<file path="config.mk">
export PLATFORM = sky130hd
export DESIGN_NAME = ipc_mailbox
export DESIGN_NICKNAME = d
export VERILOG_FILES = /design/src/rtl/mbox_pkg.sv /design/src/rtl/mbox_decode.sv /design/src/rtl/mbox_datapath.sv /design/src/rtl/ipc_mailbox.sv
export SDC_FILE = /design/constraint.sdc
export NUM_CORES = 1
export LEC_CHECK = 0
export CORE_MARGIN = 5
export CORE_UTILIZATION = 45
export CTS_BUF_LIST = sky130_fd_sc_hd__clkbuf_2 sky130_fd_sc_hd__clkbuf_4 sky130_fd_sc_hd__clkbuf_8
export DETAILED_ROUTE_END_ITERATION = 10
export PLACE_DENSITY = 0.67
export SETUP_SLACK_MARGIN = 0.2
export SLEW_MARGIN = 20
export SYNTH_ARGS = -nofsm -noshare
export SYNTH_HDL_FRONTEND = slang
export SYNTH_SLANG_ARGS = --single-unit
</file>
<file path="constraint.sdc">
create_clock -name clk -period 4.4 [get_ports clk]
set_input_delay 0.88 -clock clk [delete_from_list [all_inputs] [get_ports clk]]
set_output_delay 0.88 -clock clk [all_outputs]
set_load 0.1 [all_outputs]
</file>
<file path="src/rtl/mbox_pkg.sv">
package mbox_pkg;
  localparam int MB_CPUS       = 4;
  localparam int MB_CHANS      = 8;
  localparam int MB_DATA_W     = 8;
  localparam int MB_ADDR_W     = 12;
  localparam int MB_MSG_BYTES  = 8;
  localparam int MB_SLOT_BYTES = MB_CHANS * MB_MSG_BYTES;
  localparam int MB_SLOT_AW    = $clog2(MB_SLOT_BYTES);
  localparam int MB_CPU_W      = $clog2(MB_CPUS);

  // register placement (software decodes these offsets)
  localparam int MB_EN_BASE    = 'h000;
  localparam int MB_EN_STRIDE  = 4;
  localparam int MB_CLR_BASE   = 'h010;
  localparam int MB_STAT_BASE  = 'h018;
  localparam int MB_CPU_STRIDE = 'h010;
  localparam int MB_TRIG_ADDR  = 'h060;
  localparam int MB_SLOT_BASE  = 'h400;

  typedef enum logic [1:0] {RD_NONE, RD_MASK, RD_STAT, RD_SLOT} rdSel_e;

  typedef struct packed {
    logic [MB_CPUS-1:0]    enWr;
    logic [MB_CPUS-1:0]    clrWr;
    logic                  trigWr;
    logic                  slotWr;
    logic [MB_SLOT_AW-1:0] slotIdx;
    rdSel_e                rdSel;
    logic [MB_CPU_W-1:0]   rdCpu;
  } mbStrobe_t;
endpackage

</file>
<file path="src/rtl/mbox_decode.sv">
module mbox_decode
  import mbox_pkg::*;
#(
  parameter int ADDR_W = MB_ADDR_W
) (
  input  logic              busWe,
  input  logic              busRe,
  input  logic [ADDR_W-1:0] busAddr,
  output mbStrobe_t         stb
);
  logic [MB_CPUS-1:0]  hitEn;
  logic [MB_CPUS-1:0]  hitClr;
  logic [MB_CPUS-1:0]  hitStat;
  logic                hitTrig;
  logic                hitSlot;
  logic [MB_CPU_W-1:0] cpuSel;

  always_comb begin
    hitEn   = '0;
    hitClr  = '0;
    hitStat = '0;
    cpuSel  = '0;
    for (int c = 0; c < MB_CPUS; c++) begin
      if (busAddr == ADDR_W'(MB_EN_BASE + c * MB_EN_STRIDE)) begin
        hitEn[c] = 1'b1;
        cpuSel   = MB_CPU_W'(c);
      end
      if (busAddr == ADDR_W'(MB_CLR_BASE + c * MB_CPU_STRIDE)) begin
        hitClr[c] = 1'b1;
        cpuSel    = MB_CPU_W'(c);
      end
      if (busAddr == ADDR_W'(MB_STAT_BASE + c * MB_CPU_STRIDE)) begin
        hitStat[c] = 1'b1;
        cpuSel     = MB_CPU_W'(c);
      end
    end
    hitTrig = (busAddr == ADDR_W'(MB_TRIG_ADDR));
    hitSlot = (int'(busAddr) >= MB_SLOT_BASE) &&
              (int'(busAddr) < MB_SLOT_BASE + MB_SLOT_BYTES);
  end

  always_comb begin
    stb.enWr    = hitEn  & {MB_CPUS{busWe}};
    stb.clrWr   = hitClr & {MB_CPUS{busWe}};
    stb.trigWr  = hitTrig & busWe;
    stb.slotWr  = hitSlot & busWe;
    stb.slotIdx = MB_SLOT_AW'(busAddr);
    stb.rdCpu   = cpuSel;
    if (!busRe)          stb.rdSel = RD_NONE;
    else if (|hitEn)     stb.rdSel = RD_MASK;
    else if (|hitStat)   stb.rdSel = RD_STAT;
    else if (hitSlot)    stb.rdSel = RD_SLOT;
    else                 stb.rdSel = RD_NONE;
  end

  // a write never lands in two register kinds at once
  always_comb begin
    p_single_target_r8: assert ($onehot0({|stb.enWr, |stb.clrWr, stb.trigWr, stb.slotWr}));
  end
endmodule

</file>
<file path="src/rtl/mbox_datapath.sv">
module mbox_datapath
  import mbox_pkg::*;
#(
  parameter int NUM_CPU  = MB_CPUS,
  parameter int NUM_CHAN = MB_CHANS,
  parameter int DATA_W   = MB_DATA_W
) (
  input  logic               clk,
  input  logic               rst_n,
  input  mbStrobe_t          stb,
  input  logic [DATA_W-1:0]  wrData,
  output logic [DATA_W-1:0]  rdData,
  output logic [NUM_CPU-1:0] irq
);
  localparam int SLOT_BYTES = NUM_CHAN * MB_MSG_BYTES;

  logic [NUM_CHAN-1:0] enMask  [NUM_CPU];
  logic [NUM_CHAN-1:0] pend    [NUM_CPU];
  logic [DATA_W-1:0]   slotMem [SLOT_BYTES];
  logic [NUM_CHAN-1:0] chanBits;
  logic [DATA_W-1:0]   rdVal;

  assign chanBits = wrData[NUM_CHAN-1:0];

  always_ff @(posedge clk) begin
    if (!rst_n) begin
      for (int c = 0; c < NUM_CPU; c++) begin
        enMask[c] <= '0;
        pend[c]   <= '0;
      end
      for (int b = 0; b < SLOT_BYTES; b++) slotMem[b] <= '0;
      rdData <= '0;
    end else begin
      for (int c = 0; c < NUM_CPU; c++) begin
        if (stb.enWr[c]) enMask[c] <= chanBits;
        // trigger is OR-ed after the clear, so it wins on a collision
        pend[c] <= (pend[c] & ~(stb.clrWr[c] ? chanBits : '0))
                 | (stb.trigWr ? (chanBits & enMask[c]) : '0);
      end
      if (stb.slotWr) slotMem[stb.slotIdx] <= wrData;
      rdData <= rdVal;
    end
  end

  always_comb begin
    case (stb.rdSel)
      RD_MASK: rdVal = DATA_W'(enMask[stb.rdCpu]);
      RD_STAT: rdVal = DATA_W'(pend[stb.rdCpu]);
      RD_SLOT: rdVal = slotMem[stb.slotIdx];
      default: rdVal = '0;
    endcase
  end

  for (genvar c = 0; c < NUM_CPU; c++) begin : g_cpu
    assign irq[c] = |pend[c];

    // an enabled trigger raises the line on the next cycle
    p_trig_raises_r4: assert property (@(posedge clk) disable iff (!rst_n)
      (stb.trigWr && ((chanBits & enMask[c]) != '0)) |=> irq[c]);

    // pending bits only appear through the trigger
    p_no_spurious_pend_r4: assert property (@(posedge clk) disable iff (!rst_n)
      !stb.trigWr |=> ((pend[c] & ~$past(pend[c])) == '0));

    // cleared bits are gone unless a trigger collides
    p_clear_takes_r6: assert property (@(posedge clk) disable iff (!rst_n)
      (stb.clrWr[c] && !stb.trigWr) |=> ((pend[c] & $past(chanBits)) == '0));

    // masks change only through their own write
    p_mask_hold_r3: assert property (@(posedge clk) disable iff (!rst_n)
      !stb.enWr[c] |=> $stable(enMask[c]));
  end
endmodule

</file>
<file path="src/rtl/ipc_mailbox.sv">
module ipc_mailbox
  import mbox_pkg::*;
#(
  parameter int ADDR_W  = MB_ADDR_W,
  parameter int DATA_W  = MB_DATA_W,
  parameter int NUM_CPU = MB_CPUS
) (
  input  logic               clk,
  input  logic               rst_n,
  input  logic               busWe,
  input  logic               busRe,
  input  logic [ADDR_W-1:0]  busAddr,
  input  logic [DATA_W-1:0]  busWdata,
  output logic [DATA_W-1:0]  busRdata,
  output logic [NUM_CPU-1:0] irq
);
  mbStrobe_t stb;

  mbox_decode #(.ADDR_W(ADDR_W)) u_decode (
    .busWe   (busWe),
    .busRe   (busRe),
    .busAddr (busAddr),
    .stb     (stb)
  );

  mbox_datapath #(
    .NUM_CPU  (NUM_CPU),
    .NUM_CHAN (MB_CHANS),
    .DATA_W   (DATA_W)
  ) u_datapath (
    .clk    (clk),
    .rst_n  (rst_n),
    .stb    (stb),
    .wrData (busWdata),
    .rdData (busRdata),
    .irq    (irq)
  );

  // no read strobe, no data next cycle
  p_idle_read_zero_r9: assert property (@(posedge clk) disable iff (!rst_n)
    !busRe |=> (busRdata == '0));
endmodule

</file>
# Word-level counts from Yosys, hierarchy flattened
# Memories as Yosys holds them, arrays and structs flattened.
# Index checks and enable logic that the tools add are counted.
totals:
  mem_count: 3
  ramBits: 576
  elab_cells: 120
  output_inout_bits: 12
  latchBits: 0
  input_bits: 24
  mem_bits_ro: 0
  reg_bits: 8
memory_table:
  columns: ["name", "words", "word_bits", "rd", "rd_ports_with_merged_regs", "write_ports", "line_no", "rtl"]
  rows:
  - ["u_datapath.slotMem", 64, 8, 1, 0, 64, "mbox_datapath.sv:19", "logic [DATA_W-1:0] slotMem [SLOT_BYTES];"]
  - ["u_datapath.enMask", 4, 8, 5, 0, 4, "mbox_datapath.sv:17", "logic [NUM_CHAN-1:0] enMask [NUM_CPU];"]
  - ["u_datapath.pend", 4, 8, 5, 0, 4, "mbox_datapath.sv:18", "logic [NUM_CHAN-1:0] pend [NUM_CPU];"]
op_classes:
  multipliers: 0
  n_div: 0
  shifts: 0
  reduce_logical: 9
  add_sub_neg: 0
  muxes: 62
  bitwise_logic: 28
  magnitude_cmp: 2
  n_eq_ne: 15
ops:
  columns: ["op", "n"]
  rows:
  - ["$mux W8", 17]
  - ["$and A8 B8 Y8", 8]
  - ["$eq A12 B6 Y1 const B", 4]
  - ["$reduce_or A8 Y1", 5]
  - ["$eq A12 B7 Y1 const B", 3]
  - ["$mux W1", 33]
  - ["$not A8 Y8", 4]
  - ["$or A8 B8 Y8", 4]
  - ["$eq A12 B4 Y1 const B", 2]
  - ["$eq A12 B5 Y1 const B", 2]
  - ["$pmux W8 S3", 1]
  - ["$mux W2", 10]
  - ["$eq A12 B3 Y1 const B", 1]
  - ["$ge A12 B11 Y1 const B", 1]
  - ["$logic_not A12 Y1", 1]
  - ["$lt A12 B11 Y1 const B", 1]
  - ["$and A4 B4 Y4", 2]
  - ["$or A1 B1 Y1", 8]
  - ["$reduce_or A4 Y1", 2]
  - ["$mux W6", 1]
  - ["$eq A2 B2 Y1 const B", 2]
  - ["$and A1 B1 Y1", 2]
  - ["$eq A2 B1 Y1 const B", 1]
  - ["$logic_and A1 B1 Y1", 1]

# Logic depth before layout (Yosys ltp)
# An unclocked memory read counts as a cell.
logic_depth:
  word_depth: 12
  depth_mapped: 12
  ltp_nobuf: 7

# Cells and area by module
# A second synthesis with hierarchy kept.
unflattened:
  cells_unflattened: 2252
  area_unflattened_um2: 27625.2
modules_own_cells:
  columns: ["module", "seq_area_each_um2", "cells_per_inst", "area_each_um2", "instances"]
  rows:
  - ["mbox_datapath", 17136.4, 2196, 27239.9, 1]
  - ["mbox_decode", 0.0, 56, 385.4, 1]

# Worst setup path before layout
# No wires, ideal clock.
synth_timing:
  path_type: "input to register"
  startpoint: "in busAddr[8]"
  endpoint: "mem u_datapath.slotMem[4][0] in the netlist's numbering (enable)"
  stages: 9
  setup_slack_ps: 862
  setup_time_ps: 384
  arrival_ps: 3154
  path_cell_list: "or4_4 > buf_6 > nor3b_2 > and3_1 > buf_4 > nand3_2 > or2_1 > buf_4 > o21ai_0"
synth_rtl:
  columns: ["item", "line_no", "rtl"]
  rows:
  - ["start, declared", "ipc_mailbox.sv:12", "input logic [ADDR_W-1:0] busAddr,"]
  - ["end, declared", "mbox_datapath.sv:19", null]

==> key figures <==
Run status
  • Status: completed

Final layout
  • Sequential Area: 0.01714 mm²
  • Multi-input logic area: 0.009806 mm²
  • Layout overhead on the synthesized area: 12.99%
  • Layout cells sized above 1: 0.1854
  • Non-filler cells, final: 3208
  • Nets: 2368
  • Final core utilization: 0.5108
  • Fill cell count: 5270

Timing
  • Tcrit/Tclk final: 0.8069
  • Worst Tran Pin Value: 1.089 ns
  • Slew headroom: 0.2739
  • Setup_tns: 0 ns
  • Clk_skew: 0.05015 ns
  • Final setup vio count: 0
  • FMAX: 281.7 MHz
  • Hold Vio Cnt, Final: 0
  • RSZ-0062 raised after global routing: false
  • Max-slew violations: 0
  • Final min period: 3.550 ns

Floorplanning
  • IO Count: 36
  • Die Span Y: 258.5 µm
  • Number of core rows: 91
  • Die area: 0.06684 mm²
  • Die W: 258.5 µm
  • Initial core utilization: 0.4521
  • Core area: 0.06148 mm²

Power
  • Switching Share: 0.2486
  • Peak supply drop: 0.0002340 V
  • Psw: 2984 µW
  • Internal cell power: 9021 µW
  • Reg power frac: 0.533
  • Power density cells: 382.3 mW/mm²
  • Clock power frac: 0.385
  • Leak: 0.01097 µW
  • Comb power frac: 0.082

Detailed routing
  • Final wirelength: 86.49 mm
  • Routed len/inst: 26.96 µm
  • DRT iter0 DRCs: 2682
  • Post-DR vias/cell: 6.157
  • Via count: 19750
  • Drt first pass iters: 8
  • DR DRC count: 0
  • Antenna-violating nets left: 0

Setup path
  • Setup crit start kind: flip-flop
  • Reg-to-Reg Start: u_datapath.slotMem[30][3]
  • Crit path arrival time: 2.67 ns
  • Crit path from: u_datapath.pend[0][6]
  • WP data required: 3.52 ns
  • Crit path kind: flip-flop to output pin
  • Crit end category: output pin
  • CP max FO: 3

Clock tree
  • # hold bufs at CTS: 0
  • Post-CTS resize count: 0
  • CTS buffer count: 95
  • Max Root-Sink Buffers: 3
  • Worst-path clk slew: 0.06 ns
  • CTS tree: done
  • # Post-CTS Setup Buffers: 0
  • H-tree Lvls: 3
  • Root Driver: clkbuf_8
  • Clk_lat worst skew: 0.71 ns
  • Clk sink count: 584

Flow run
  • Max cap viols: 0

Global route
  • First-pass GRT wire length: 127.8 mm
  • Grt total ovfl: 0
  • Gr usage total: 0.2544
  • Largest net degree at the start of global routing: 77
  • Gr busiest metal: met2
  • Grt met3 use: 0.05553
  • Number of global-route vias before repair: 19410
  • Initial antenna violation count: 3
  • GR Layer Usage met2: 0.3973
  • Met1 Usage GRT: 0.3438

Logic synthesis
  • Post-synth EDFFs: 544
  • Avg Cell Area, Syn: 12.45 µm²
  • Post-synthesis cell type count: 75
  • Syn Inst Count: 2232
  • Flops & latches, synth: 584
  • Fraction of registers with async set/reset: 0
  • Ys Warns: 0
  • Mapped cell area: 0.02780 mm²
  • Syn Nets: 2256
  • Top_reg_cell synth: edfxtp_1
  • Register area share after synthesis: 0.6165

Worst hold path
  • Worst hold path startpoint: u_datapath.enMask[3][0]
  • Hold WC Path Type: flip-flop to flip-flop

Placed design
  • Port bufs: 35
  • RePlAce Congestion: 0.9836
  • Placed Cells: 3037
  • Post-DP HPWL: 56.94 mm
## critical path: stages, from the launching register on
cell             delay [ns]
dfxtp_1                0.35
nor4_1                 0.53
nand2_1                0.10
clkdlybuf4s50_1        0.99
## state kept, by name, indices dropped and copies added, names as in the netlist
name,cells
u_datapath.rdData,8
u_datapath.slotMem,512
u_datapath.pend,32
u_datapath.enMask,32
## metrics by stage
step / worst slack, ns / cell area (µm²) / hold WS (ns) / power [µW]
after floorplan: 0.8623 / 27800 / 0.4968 / 7004
final: 0.8498 / 31410 / 0.5613 / 12010
after detailed placement: 0.4998 / 29590 / 0.5312 / 7476
after global routing: 0.8270 / 31400 / 0.5977 / 12380
after global placement: 0.4746 / 29590 / 0.5205 / 7458
after CTS: 0.8229 / 31400 / 0.5465 / 12040
## final timing paths
check | to | slack [ns] | cells past startpoint
max | irq[0] | 0.85 | 3
min reg2reg | u_datapath.pend[3][0] | 0.56 | 2
max reg2reg | u_datapath.rdData[3] | 2.05 | 7
min | u_datapath.pend[3][0] | 0.56 | 2
## cells by family (layout without fill, tap and decap cells)
kind of cell | count (synthesis) | after routing | share of synthesized area
and+or+nand+nor | 897 | 897 | 0.1846
DFF | 584 | 584 | 0.6165
xor gates and xnor gates | 2 | 2 | 0.0006303
AOI/OAI and AO/OA | 407 | 407 | 0.1002
buffers and inverters | 192 | 376 | 0.03083
other | 0 | 2 | 0
muxes | 150 | 150 | 0.06725
## layout make-up
class	instances	area share
sequential	584	0.5456
clock inverter	47	0.008884
antenna	2	0.0001594
tap	790	0.03147
clock buffer	122	0.04868
multi-input combinational	1456	0.3122
timing repair buffer	202	0.05235
inverter	5	0.0005976
## metal layers
| metal | up-vias | part of all wire |
|---|---|---|
| li1 | 8429 | - |
| met1 | 9798 | 0.39 |
| met2 | 1261 | 0.46 |
| met3 | 262 | 0.10 |
| met4 | 2 | 0.049 |
| met5 | - | 0.00015 |
## synthesized netlist by cell type (9+ instances only)
cell | instances | area, µm²
and2_1 | 546 | 3416
edfxtp_1 | 544 | 16340
clkbuf_1 | 124 | 465.5
nor2_1 | 121 | 454.2
o21ai_0 | 94 | 470.5
nand2_1 | 88 | 330.3
o22ai_1 | 70 | 437.9
mux2_2 | 64 | 720.7
mux2i_1 | 63 | 630.6
o221ai_1 | 46 | 402.9
buf_2 | 43 | 215.2
a21oi_1 | 41 | 205.2
nor2b_1 | 41 | 256.5
dfxtp_1 | 40 | 800.8
a32oi_1 | 32 | 280.3
mux4_2 | 23 | 518.0
a211oi_1 | 17 | 127.6
nand3_1 | 17 | 85.08
nand2b_1 | 14 | 87.58
nor3_1 | 13 | 65.06
o21ai_1 | 12 | 60.06
nor4_1 | 10 | 62.56
a22oi_1 | 9 | 67.56
a31oi_1 | 9 | 56.30
buf_4 | 9 | 67.56
o211ai_1 | 9 | 67.56
## placed cells by master, fill, tap and decap left out, drive strengths merged, types with 5 or more instances in the layout
cell type	synthesis	layout
o21bai	8	8
nand3	18	18
a32oi	32	32
a221oi	7	7
o21ai	106	106
nand2	89	89
a21oi	41	41
nor2b	41	41
mux2i	63	63
buf	63	180
mux2	64	64
dfxtp	40	40
nand2b	14	14
o2bb2ai	6	6
inv	3	6
mux4	23	23
o22ai	74	74
or3	5	5
a22oi	9	9
nor3	19	19
or2	9	9
and2	547	547
a21o	8	8
nor2	128	128
clkdlybuf4s50	0	22
o22a	5	5
clkbuf	124	122
a31oi	9	9
clkinv	2	42
a211oi	19	19
o211ai	9	9
nor4	10	10
edfxtp	544	544
o221ai	46	46
## power by group through the flow
stage	clock, µW	combinational [µW]	sequential [µW]
floorplan	0	533	6470
global placement	0	952	6510
detailed placement	0	962	6510
CTS	4670	965	6400
global route	4940	1020	6420
finish	4620	985	6400
Note: power is estimated with default switching activity, not from simulation.
